`config.mk`:
```
export PLATFORM = sky130hd
export DESIGN_NAME = rtc_alarm_matcher
export DESIGN_NICKNAME = d
export VERILOG_FILES = /design/src/rtl/rtc_alarm_matcher.sv
export SDC_FILE = /design/constraint.sdc
export NUM_CORES = 1
export LEC_CHECK = 0
export BUFFER_PORTS_ARGS = -buffer_cell sky130_fd_sc_hd__buf_2
export CORE_ASPECT_RATIO = 1.2
export CORE_MARGIN = 2
export CORE_UTILIZATION = 24
export DETAILED_ROUTE_END_ITERATION = 7
export HOLD_SLACK_MARGIN = 0.08
export PLACE_DENSITY = 0.56
export SLEW_MARGIN = 10
export SYNTH_ARGS = -nofsm -noshare
export SYNTH_HDL_FRONTEND = slang
export SYNTH_SLANG_ARGS = --single-unit
```
`constraint.sdc`:
```
create_clock -name clk -period 2.6 [get_ports clk]
set_input_delay 0.13 -clock clk [delete_from_list [all_inputs] [get_ports clk]]
set_output_delay 0.13 -clock clk [all_outputs]
set_load 0.1 [all_outputs]
```
`src/rtl/rtc_alarm_matcher.sv`:
```
`timescale 1ns/1ps
module rtc_alarm_matcher (
  input  logic        clk,
  input  logic        rst_n,
  input  logic        sec_tick,
  input  logic [31:0] cur_time,
  input  logic [31:0] cur_cal,
  input  logic        tim_wr,
  input  logic        cal_wr,
  input  logic [31:0] wr_data,
  input  logic        clr_wr,
  input  logic [31:0] clr_data,
  output logic        alarm_pulse,
  output logic        alarm_flag,
  output logic [31:0] tim_alarm_rd,
  output logic [31:0] cal_alarm_rd,
  output logic        tim_invalid,
  output logic        cal_invalid
);
  localparam logic [31:0] TIM_KEEP = 32'h00BF_FFFF;
  localparam logic [31:0] CAL_KEEP = 32'hBF9F_0000;
  localparam int CLR_BIT = 1;

  function automatic logic bcd_in(input logic [7:0] v, input logic [7:0] lo, input logic [7:0] hi);
    return (v[3:0] <= 4'd9) && (v[7:4] <= 4'd9) && (v >= lo) && (v <= hi);
  endfunction

  logic [31:0] tq, cq;
  logic sec_en, min_en, hr_en, mon_en, day_en;
  logic sec_hit, min_hit, hr_hit, mon_hit, day_hit;
  logic any_en, fire;

  assign sec_en = tq[7];
  assign min_en = tq[15];
  assign hr_en  = tq[23];
  assign mon_en = cq[23];
  assign day_en = cq[31];

  assign tim_invalid = (sec_en && !bcd_in({1'b0, tq[6:0]},   8'h00, 8'h59))
                    || (min_en && !bcd_in({1'b0, tq[14:8]},  8'h00, 8'h59))
                    || (hr_en  && !bcd_in({2'b0, tq[21:16]}, 8'h00, 8'h23));
  assign cal_invalid = (mon_en && !bcd_in({3'b0, cq[20:16]}, 8'h01, 8'h12))
                    || (day_en && !bcd_in({2'b0, cq[29:24]}, 8'h01, 8'h31));

  assign sec_hit = !sec_en || (cur_time[6:0]   == tq[6:0]);
  assign min_hit = !min_en || (cur_time[14:8]  == tq[14:8]);
  assign hr_hit  = !hr_en  || (cur_time[21:16] == tq[21:16]);
  assign mon_hit = !mon_en || (cur_cal[20:16]  == cq[20:16]);
  assign day_hit = !day_en || (cur_cal[29:24]  == cq[29:24]);

  assign any_en = sec_en | min_en | hr_en | mon_en | day_en;
  assign fire = sec_tick && any_en && !tim_invalid && !cal_invalid
             && sec_hit && min_hit && hr_hit && mon_hit && day_hit;

  always_ff @(posedge clk) begin
    if (!rst_n) begin
      tq <= '0;
      cq <= '0;
      alarm_pulse <= 1'b0;
      alarm_flag <= 1'b0;
    end else begin
      if (tim_wr) tq <= wr_data & TIM_KEEP;
      if (cal_wr) cq <= wr_data & CAL_KEEP;
      alarm_pulse <= fire;
      if (fire) alarm_flag <= 1'b1;
      else if (clr_wr && clr_data[CLR_BIT]) alarm_flag <= 1'b0;
    end
  end

  assign tim_alarm_rd = tq;
  assign cal_alarm_rd = cq;
endmodule


```
==> results of run 1 <==
==> per-stage QoR <==
stage,instance area [µm²],total power [mW],utilization [%]
floorplan,2250,1.27,-
global placement,2680,1.36,31.1
detailed placement,2680,1.37,31.1
CTS,2790,1.88,32.4
global route,2790,1.94,32.4
finish,2790,1.85,32.4
==> cell families after synthesis <==
family	count (synthesis)	synth area share, %
simple gates	61	16.9
other cells	1	0.175
compound gates	17	6.19
flops	38	35.5
mux	36	16.8
xor+xnor	31	12.7
buf+inv	38	11.7
==> cell type report <==
| class | count | area (µm²) |
|---|---|---|
| flip-flops and latches | 38 | 762 |
| repair buffers | 107 | 536 |
| clock inverters | 3 | 40.0 |
| multi-input cells | 173 | 1230 |
| fillers | 927 | 5820 |
| clock buffers | 5 | 68.8 |
| inverters | 1 | 3.75 |
| well taps | 117 | 146 |
==> power groups by stage <==
stage | registers [mW] | logic (mW) | clock network [mW]
after floorplan | 0.916 | 0.359 | 0
after global placement | 0.676 | 0.686 | 0
after detailed placement | 0.677 | 0.690 | 0
after CTS | 0.664 | 0.691 | 0.524
after global routing | 0.671 | 0.715 | 0.551
final | 0.662 | 0.687 | 0.503
==> cells in the final DEF (no fill, tap or decap) <==
cell	count
o221ai_1	1
o21ai_0	3
o211ai_1	1
a211oi_1	1
a221o_1	1
o31ai_1	3
o31ai_2	2
bufinv_16	1
nor4b_1	1
mux2i_1	36
conb_1	28
nand2_1	7
o2111ai_1	1
or4b_1	1
nand3_1	3
clkinv_2	2
buf_2	107
nor3_1	2
nor4_1	2
nand4b_2	1
dfxtp_2	1
dfxtp_1	37
a21oi_1	2
nor2b_1	36
inv_1	1
xnor2_1	18
nand4_1	4
xor2_1	13
o41ai_1	2
clkbuf_8	5
nor2_1	4
==> critical path, stage by stage (launching register included) <==
cell and delay [ns]:
dfxtp_1 0.45, or4b_1 0.47, o31ai_2 0.22, a211oi_1 0.11, nand2_1 0.09, buf_2 0.43
==> sequential cells by signal, summed over array words and instances (netlist names) <==
signal and count:
alarm_flag 1, alarm_pulse 1, cal_alarm_rd 13, tim_alarm_rd 23
==> routing by layer <==
metal	track usage, %	vias to the layer above	part of all wire, %
met4	3.30	0	1.1
li1	-	905	-
met5	0	-	0
met1	13.4	821	43
met3	3.57	5	7.7
met2	21.3	88	48
==> how the worst max path moves through the flow <==
| stage | from | to | slack (ns) | cells past startpoint |
|---|---|---|---|---|
| global placement | cal_alarm_rd[23]$_SDFFE_PN0P_ | cal_invalid | 0.74 | 5 |
| global route | cal_alarm_rd[23]$_SDFFE_PN0P_ | cal_invalid | 0.31 | 5 |
| finish | cal_alarm_rd[23]$_SDFFE_PN0P_ | cal_invalid | 0.41 | 5 |
| floorplan | tim_alarm_rd[17]$_SDFFE_PN0P_ | alarm_flag$_SDFFE_PN0P_ | 0.02 | 5 |
| detailed placement | cal_alarm_rd[23]$_SDFFE_PN0P_ | cal_invalid | 0.72 | 5 |
| CTS | cal_alarm_rd[23]$_SDFFE_PN0P_ | cal_invalid | 0.40 | 5 |
==> run_results.csv, run 1 <==
group,metric,value,unit
status,status,"completed",
routing,vias,1819,
power_and_ir_drop,p_leak,1.39,nW
setup_path,timing.rr.start,"tim_alarm_rd[9]$_SDFFE_PN0P_",
clocking,cts_setup_buffers,0,
layout,diodes,0,
synthesis,synth_commonest_cells,"dfxtp_1, mux2i_1, nor2b_1",
setup_path,worstPathArrival,2.06,ns
placed_design,hpwl,4.50,mm
synthesis,yosysTopAreaCell,"dfxtp_1",
min_path,hold_class,"in2reg",
placed_design,portBuffers,107,
power_and_ir_drop,p_comb_share,37.1,%
placed_design,gp_congestion,0.727,
layout,layout.nets,460,
setup_path,path_max_fanout,6,
power_and_ir_drop,power.share.clock,27.1,%
setup_path,r2r_setup_slack,0.71,ns
sta,min_period,2.19,ns
sta,maxSlewViolCount,0,
routing,detail-route-antenna-nets,0,
synthesis,synth.most_common_cell,"dfxtp_1",
sta,hold_violations,0,
floorplanning,core-area,0.00861,mm²
power_and_ir_drop,p_sw,0.812,mW
sta,skew,0.00505,ns
floorplanning,die_y,108,µm
global_routing,antenna_found_initial,1,
placed_design,placed_cells,436,
synthesis,synthArstFlopShare,0,%
clocking,cts_hold_buf,0,
min_path,hold-path-endpoint,"tim_alarm_rd[12]$_SDFFE_PN0P_",
setup_path,rr_endpoint,"alarm_pulse$_SDFF_PN0_",
min_path,hp-start,"wr_data[12]",
routing,drtPass1Iterations,3,
global_routing,grt_start_max_net_pins,39,
layout,area_delta_synth_final,30.1,%
layout,stdcell_count,444,
clocking,cts.clk_slew.worst_paths,0.08,ns
global_routing,grt_pass1_vias,1769,
placed_design,place_worst_setup_slack,0.723,ns
floorplanning,start_util,24.9,%
setup_path,start_kind,"flip-flop",
floorplanning,io_pins,202,
sta,rsz0062_at_grt,"no",
layout,drive_gt1_share,36.4,%
sta,worst_pin_slew,0.738,ns
setup_path,end_kind,"output port",
global_routing,overflow,0,
floorplanning,die_w,90.3,µm
routing,drc_errors,0,
floorplanning,rows,37,
sta,max_freq,456,MHz
synthesis,synthCells,222,
clocking,cts_root_buf,"clkbuf_8",
synthesis,yosys_warnings,0,
sta,slew_headroom,50.8,%
clocking,cts.repair.resized,0,
clocking,cts_buffers,5,
global_routing,grt_pass1_wl,8.98,mm
synthesis,avgSynthCellArea,9.65,µm²
synthesis,synth_edf_count,0,
sta,post-route-period-util,84.4,%
sta,setup_tns,0,ns
power_and_ir_drop,power_density,664,mW/mm²
floorplanning,die-area,0.00971,mm²
setup_path,reg2reg_depth,5,
min_path,whs_path_depth,3,
routing,via_per_inst,4.10,
synthesis,ys_ff_latch,38,
power_and_ir_drop,p_seq_share,35.7,%
global_routing,gr-usage-all-layers,11.8,%
synthesis,yosys-top-cells-area,"dfxtp_1, mux2i_1, nor2b_1",
setup_path,worstSetupPathType,"reg2out",
routing,wl_per_cell,13.1,µm
clocking,cts_sinks,38,
power_and_ir_drop,p_sw_share,43.8,%
clocking,ctsLongestPathBuffers,2,
sta,setup_viol,0,
clocking,cts_tree,"done",
sta,fin_ws,0.406,ns
run,cap_violations,0,
setup_path,cp.required,2.47,ns
synthesis,synth_ff_type,"dfxtp_1",
routing,wirelength,5.81,mm
synthesis,syn_area,0.00214,mm²
clocking,htreeDepth,2,
clocking,clk_latency,0.29,ns
power_and_ir_drop,internal_power,1.04,mW
synthesis,synth.distinct_cells,29,
synthesis,synth_top_area_share,35.5,%
sta,hold_ws,0.0976,ns
routing,drt-initial-drc-count,14,
synthesis,ys_seq_area_share,35.5,%
power_and_ir_drop,ir_drop,0.231,mV
(Power assumes the default switching activity.)
==> inputs of run 2 (changes only) <==
--- a/config.mk
+++ b/config.mk
@@ -11,7 +11,7 @@
 export CORE_UTILIZATION = 24
 export DETAILED_ROUTE_END_ITERATION = 7
 export HOLD_SLACK_MARGIN = 0.08
-export PLACE_DENSITY = 0.56
+export PLACE_DENSITY = 0.58
 export SLEW_MARGIN = 10
 export SYNTH_ARGS = -nofsm -noshare
 export SYNTH_HDL_FRONTEND = slang
==> constraint.sdc (replaced) <==
create_clock -name clk -period 1.92 [get_ports clk]
set_input_delay 0.096 -clock clk [delete_from_list [all_inputs] [get_ports clk]]
set_output_delay 0.096 -clock clk [all_outputs]
set_load 0.1 [all_outputs]
==> run_results.csv, run 2 (synthesized netlist as in run 1, its figures left out) <==
group,metric,value,unit
status,status,"completed",
layout,largest_register_ffs,23,
floorplanning,die_y,108,µm
floorplanning,die_w,90.3,µm
sta,skew,0.00705,ns
routing,drtPass1Iterations,4,
layout,fillers,896,
power_and_ir_drop,power_density,821,mW/mm²
clocking,cts.clk_slew.worst_paths,0.08,ns
floorplanning,die-area,0.00971,mm²
sta,post-route-period-util,97.2,%
layout,multiInputGateArea,0.00126,mm²
placed_design,gp_congestion,0.756,
routing,drc_errors,0,
placed_design,portBuffers,107,
min_path,hold_class,"in2reg",
floorplanning,rows,37,
floorplanning,start_util,24.9,%
setup_path,crit_slowest_cell,"or4b_4",
clocking,cts_root_buf,"clkbuf_8",
layout,final_cell_mix,"buf_2, mux2i_1, nor2b_1",
global_routing,overflow,0,
setup_path,worstSetupPathType,"reg2out",
power_and_ir_drop,p_leak,1.51,nW
sta,max_freq,536,MHz
routing,wl_per_cell,12.2,µm
layout,final_common_cell,"buf_2",
sta,worst_pin_slew,0.714,ns
clocking,ctsLongestPathBuffers,2,
routing,vias,1922,
layout,final_area,0.00311,mm²
global_routing,grt_pass1_wl,9.21,mm
run,cap_violations,0,
setup_path,cpPeakStageDelay,0.53,ns
routing,wirelength,5.74,mm
setup_path,start_kind,"flip-flop",
sta,setup_viol,0,
sta,maxSlewViolCount,0,
clocking,cts_buffers,5,
clocking,cts_tree,"done",
global_routing,gr-usage-all-layers,11.9,%
routing,via_per_inst,4.10,
clocking,htreeDepth,2,
layout,drive_gt1_share,44.3,%
sta,slew_headroom,52.4,%
power_and_ir_drop,ir_drop,0.349,mV
layout,regArea,802,µm²
global_routing,antenna_found_initial,0,
setup_path,path_max_fanout,7,
clocking,cts_sinks,38,
clocking,clk_latency,0.29,ns
routing,drt-initial-drc-count,54,
sta,min_period,1.87,ns
setup_path,worstPathArrival,1.77,ns
sta,hold_violations,0,
placed_design,hpwl,4.42,mm
layout,layout.nets,485,
layout,diodes,0,
setup_path,worstPathCellList,"or4b_4, o31ai_4, a211oi_2, nand2_4, buf_12",
sta,rsz0062_at_grt,"no",
layout,area_delta_synth_final,45.2,%
placed_design,post_dp_cell_area,0.00275,mm²
setup_path,end_kind,"output port",
sta,hold_ws,0.0822,ns
global_routing,grt_pass1_vias,1872,
floorplanning,core-area,0.00861,mm²
floorplanning,io_pins,202,
setup_path,cp.required,1.82,ns
routing,detail-route-antenna-nets,0,
global_routing,grt_start_max_net_pins,24,
## run 2: per-layer routing
metal | part of all wire, % | wire length, µm | GRT usage (%)
met5 | 0 | 0 | 0
met4 | 1.3 | 72 | 4.18
met2 | 49 | 2830 | 21.2
met1 | 42 | 2390 | 13.5
met3 | 7.7 | 445 | 3.71
## run 2: repair_timing
| item | 4_1_cts | 5_1_grt |
|---|---|---|
| endpoints found under the hold margin | 23 | 0 |
| gates resized for setup | 4 | 0 |
| pin swaps | 2 | 1 |
| setup buffers | 1 | 1 |
| setup endpoints to repair | 1 | 1 |
| hold buffers | 22 | 0 |
## run 2: stage by stage
| stage | TNS (ns) | util (%) | instances | setup slack (ns) | power (mW) |
|---|---|---|---|---|---|
| floorplan | -0.0293 | - | 249 | -0.0293 | 1.74 |
| detailed placement | 0 | 31.9 | 437 | 0.228 | 1.87 |
| finish | 0 | 36.2 | 469 | 0.0530 | 2.56 |
| CTS | 0 | 36.1 | 468 | 0.00659 | 2.59 |
| global route | 0 | 36.2 | 469 | 0.00207 | 2.67 |
| global placement | 0 | 31.9 | 437 | 0.235 | 1.86 |
## run 2: where the power goes
group | internal, mW | total (mW) | switching (mW) | leakage [nW]
combinational | 0.235 | 0.985 | 0.750 | 1.13
sequential | 0.843 | 0.903 | 0.0604 | 0.325
clock | 0.382 | 0.668 | 0.286 | 0.0579
total | 1.46 | 2.56 | 1.10 | 1.51
## run 2: worst paths after layout
path	startpoint	to	slack (ns)	cells past startpoint
worst max-delay path	cal_alarm_rd[19]$_SDFFE_PN0P_	cal_invalid	0.05	5
worst min-delay path	wr_data[7]	tim_alarm_rd[7]$_SDFFE_PN0P_	0.08	3
worst max register to register	cal_alarm_rd[18]$_SDFFE_PN0P_	alarm_flag$_SDFFE_PN0P_	0.22	6
worst min register to register	alarm_flag$_SDFFE_PN0P_	alarm_flag$_SDFFE_PN0P_	0.49	2
## run 2: layout make-up
cell class	count	share of cell area, %
Clock inverter	3	1.29
Timing Repair Buffer	132	25.5
Clock buffer	5	2.21
Tap cell	117	4.70
Sequential cell	38	25.8
Inverter	1	0.121
Multi-Input combinational cell	173	40.4
## run 2: critical path: cells and delay by family, from the launching register on
family | cells | cell delay, ns
flops | 1 | 0.37
buf+inv | 1 | 0.17
simple gates | 2 | 0.62
compound gates | 2 | 0.31
==> inputs of run 3 (changes only) <==
--- a/config.mk
+++ b/config.mk
@@ -5,13 +5,13 @@
 export SDC_FILE = /design/constraint.sdc
 export NUM_CORES = 1
 export LEC_CHECK = 0
-export BUFFER_PORTS_ARGS = -buffer_cell sky130_fd_sc_hd__buf_2
 export CORE_ASPECT_RATIO = 1.2
 export CORE_MARGIN = 2
 export CORE_UTILIZATION = 24
 export DETAILED_ROUTE_END_ITERATION = 7
+export DONT_BUFFER_PORTS = 1
 export HOLD_SLACK_MARGIN = 0.08
-export PLACE_DENSITY = 0.58
+export PLACE_DENSITY = 0.37
 export SLEW_MARGIN = 10
 export SYNTH_ARGS = -nofsm -noshare
 export SYNTH_HDL_FRONTEND = slang
==> run_results.csv, run 3 (synthesized netlist as in run 1, its figures left out) <==
group,metric,value,unit
placed_design,place_worst_setup_slack,0.254,ns
setup_path,worstPathCellList,"or4b_4, o31ai_4, a211oi_4, nand2_4",
layout,final_common_cell,"dlygate4sd3_1",
placed_design,gp_congestion,0.709,
routing,drtPass1Iterations,4,
layout,final_cell_mix,"dlygate4sd3_1, buf_4, mux2i_1, nor2b_1, dfxtp_2",
placed_design,portBuffers,0,
setup_path,reg2reg_depth,6,
routing,drc_errors,0,
setup_path,worstSetupPathType,"reg2out",
run,cap_violations,0,
floorplanning,die_w,90.3,µm
sta,maxSlewViolCount,0,
setup_path,path_delay_family,"simple AND/OR/NAND/NOR gates",
clocking,clk_latency,0.29,ns
floorplanning,start_util,24.9,%
layout,diodes,0,
setup_path,worstPathArrival,1.81,ns
setup_path,cpPeakStageDelay,0.54,ns
floorplanning,io_pins,202,
sta,min_period,1.91,ns
routing,detail-route-antenna-nets,0,
clocking,ctsLongestPathBuffers,2,
sta,worst_pin_slew,0.708,ns
sta,hold_ws,0.117,ns
sta,rsz0062_at_grt,"yes",
status,status,"completed",
power_and_ir_drop,p_leak,1.38,nW
clocking,cts_root_buf,"clkbuf_8",
routing,via_per_inst,4.20,
floorplanning,die-area,0.00971,mm²
min_path,whs_path_depth,2,
layout,drive_gt1_share,27.3,%
setup_path,path_buf_inv,0,
min_path,hold-path-endpoint,"tim_alarm_rd[3]$_SDFFE_PN0P_",
routing,vias,1844,
sta,fin_ws,0.0102,ns
sta,post-route-period-util,99.5,%
global_routing,overflow,0,
setup_path,cp.required,1.82,ns
global_routing,grt_start_max_net_pins,39,
floorplanning,core-area,0.00861,mm²
sta,skew,0.00708,ns
global_routing,grt_pass1_wl,10.1,mm
setup_path,crit_slowest_cell,"or4b_4",
layout,area_delta_synth_final,51.1,%
clocking,cts_buffers,5,
power_and_ir_drop,ir_drop,0.274,mV
clocking,cts.clk_slew.worst_paths,0.08,ns
clocking,cts_tree,"done",
floorplanning,die_y,108,µm
sta,setup_viol,0,
layout,layout.nets,455,
floorplanning,rows,37,
sta,hold_violations,0,
routing,drt-initial-drc-count,41,
setup_path,r2r_setup_slack,0.26,ns
setup_path,timing.rr.start,"cal_alarm_rd[26]$_SDFFE_PN0P_",
setup_path,start_kind,"flip-flop",
clocking,htreeDepth,2,
routing,wirelength,6.47,mm
setup_path,path_max_fanout,3,
global_routing,gr-usage-all-layers,13.4,%
routing,wl_per_cell,14.7,µm
sta,slew_headroom,52.6,%
setup_path,rr_endpoint,"alarm_flag$_SDFFE_PN0P_",
global_routing,antenna_found_initial,0,
setup_path,end_kind,"output port",
layout,largest_register_ffs,23,
placed_design,hpwl,4.63,mm
sta,max_freq,524,MHz
min_path,hold_class,"in2reg",
global_routing,grt_pass1_vias,1901,
min_path,hp-start,"rst_n",
power_and_ir_drop,power_density,771,mW/mm²
clocking,cts_sinks,38,
[run 3: worst max path at each step]
| stage | startpoint | end | slack [ns] | cells past startpoint |
|---|---|---|---|---|
| global placement | cal_alarm_rd[26]$_SDFFE_PN0P_ | alarm_flag$_SDFFE_PN0P_ | 0.28 | 6 |
| CTS | cal_alarm_rd[19]$_SDFFE_PN0P_ | cal_invalid | 0.004 | 4 |
| global route | cal_alarm_rd[18]$_SDFFE_PN0P_ | cal_invalid | -0.04 | 4 |
| floorplan | tim_alarm_rd[8]$_SDFFE_PN0P_ | alarm_flag$_SDFFE_PN0P_ | -0.03 | 4 |
| detailed placement | cal_alarm_rd[26]$_SDFFE_PN0P_ | alarm_flag$_SDFFE_PN0P_ | 0.25 | 6 |
| finish | cal_alarm_rd[18]$_SDFFE_PN0P_ | cal_invalid | 0.01 | 4 |
[run 3: metal layers]
layer  vias to the layer above  GRT usage, %  routed length (µm)
li1                        896             -                   -
met1                       865          14.4                2560
met2                        79          24.8                3390
met3                         4          4.48                 465
met4                         0          3.96                  54
met5                         -             0                   0
[run 3: layout make-up]
| cell class | instances | area [µm²] |
|---|---|---|
| Fill cell | 917 | 5370 |
| Multi-Input combinational cell | 173 | 1270 |
| Timing Repair Buffer | 102 | 926 |
| Sequential cell | 38 | 805 |
| Tap cell | 117 | 146 |
| Clock buffer | 7 | 86.3 |
| Clock inverter | 1 | 5.00 |
| Inverter | 1 | 3.75 |
[run 3: what timing repair did]
item                                    4_1_cts  5_1_grt
gates resized for setup                       1        5
pin swaps                                     1        2
buffers inserted                              0        3
cloned                                        0        0
endpoints found under the hold margin        38        0
endpoints found under the setup margin        1        1
hold buffers                                 60        0
[run 3: metrics by stage]
step | util (%) | instances | total power [mW] | setup TNS (ns) | instance area, µm²
floorplan | - | 249 | 1.74 | -0.0293 | 2290
global placement | 28.8 | 368 | 1.78 | 0 | 2480
detailed placement | 28.8 | 368 | 1.79 | 0 | 2480
CTS | 37.1 | 436 | 2.52 | 0 | 3190
global route | 37.6 | 439 | 2.61 | -0.0358 | 3240
finish | 37.6 | 439 | 2.50 | 0 | 3240
[run 3: where the power goes]
| part | switching [mW] | internal [mW] |
|---|---|---|
| Combinational | 0.743 | 0.281 |
| Clock | 0.287 | 0.290 |
| Sequential | 0.0517 | 0.842 |
[run 3: worst reg2reg max path: cells and delay by family, from the launching register on]
family	cells	cell delay (ns)
AO/OA/AOI/OAI	2	0.48
flip-flops	1	0.35
buffers and inverters	1	0.30
AND/OR/NAND/NOR	2	0.29
XOR/XNOR	1	0.17
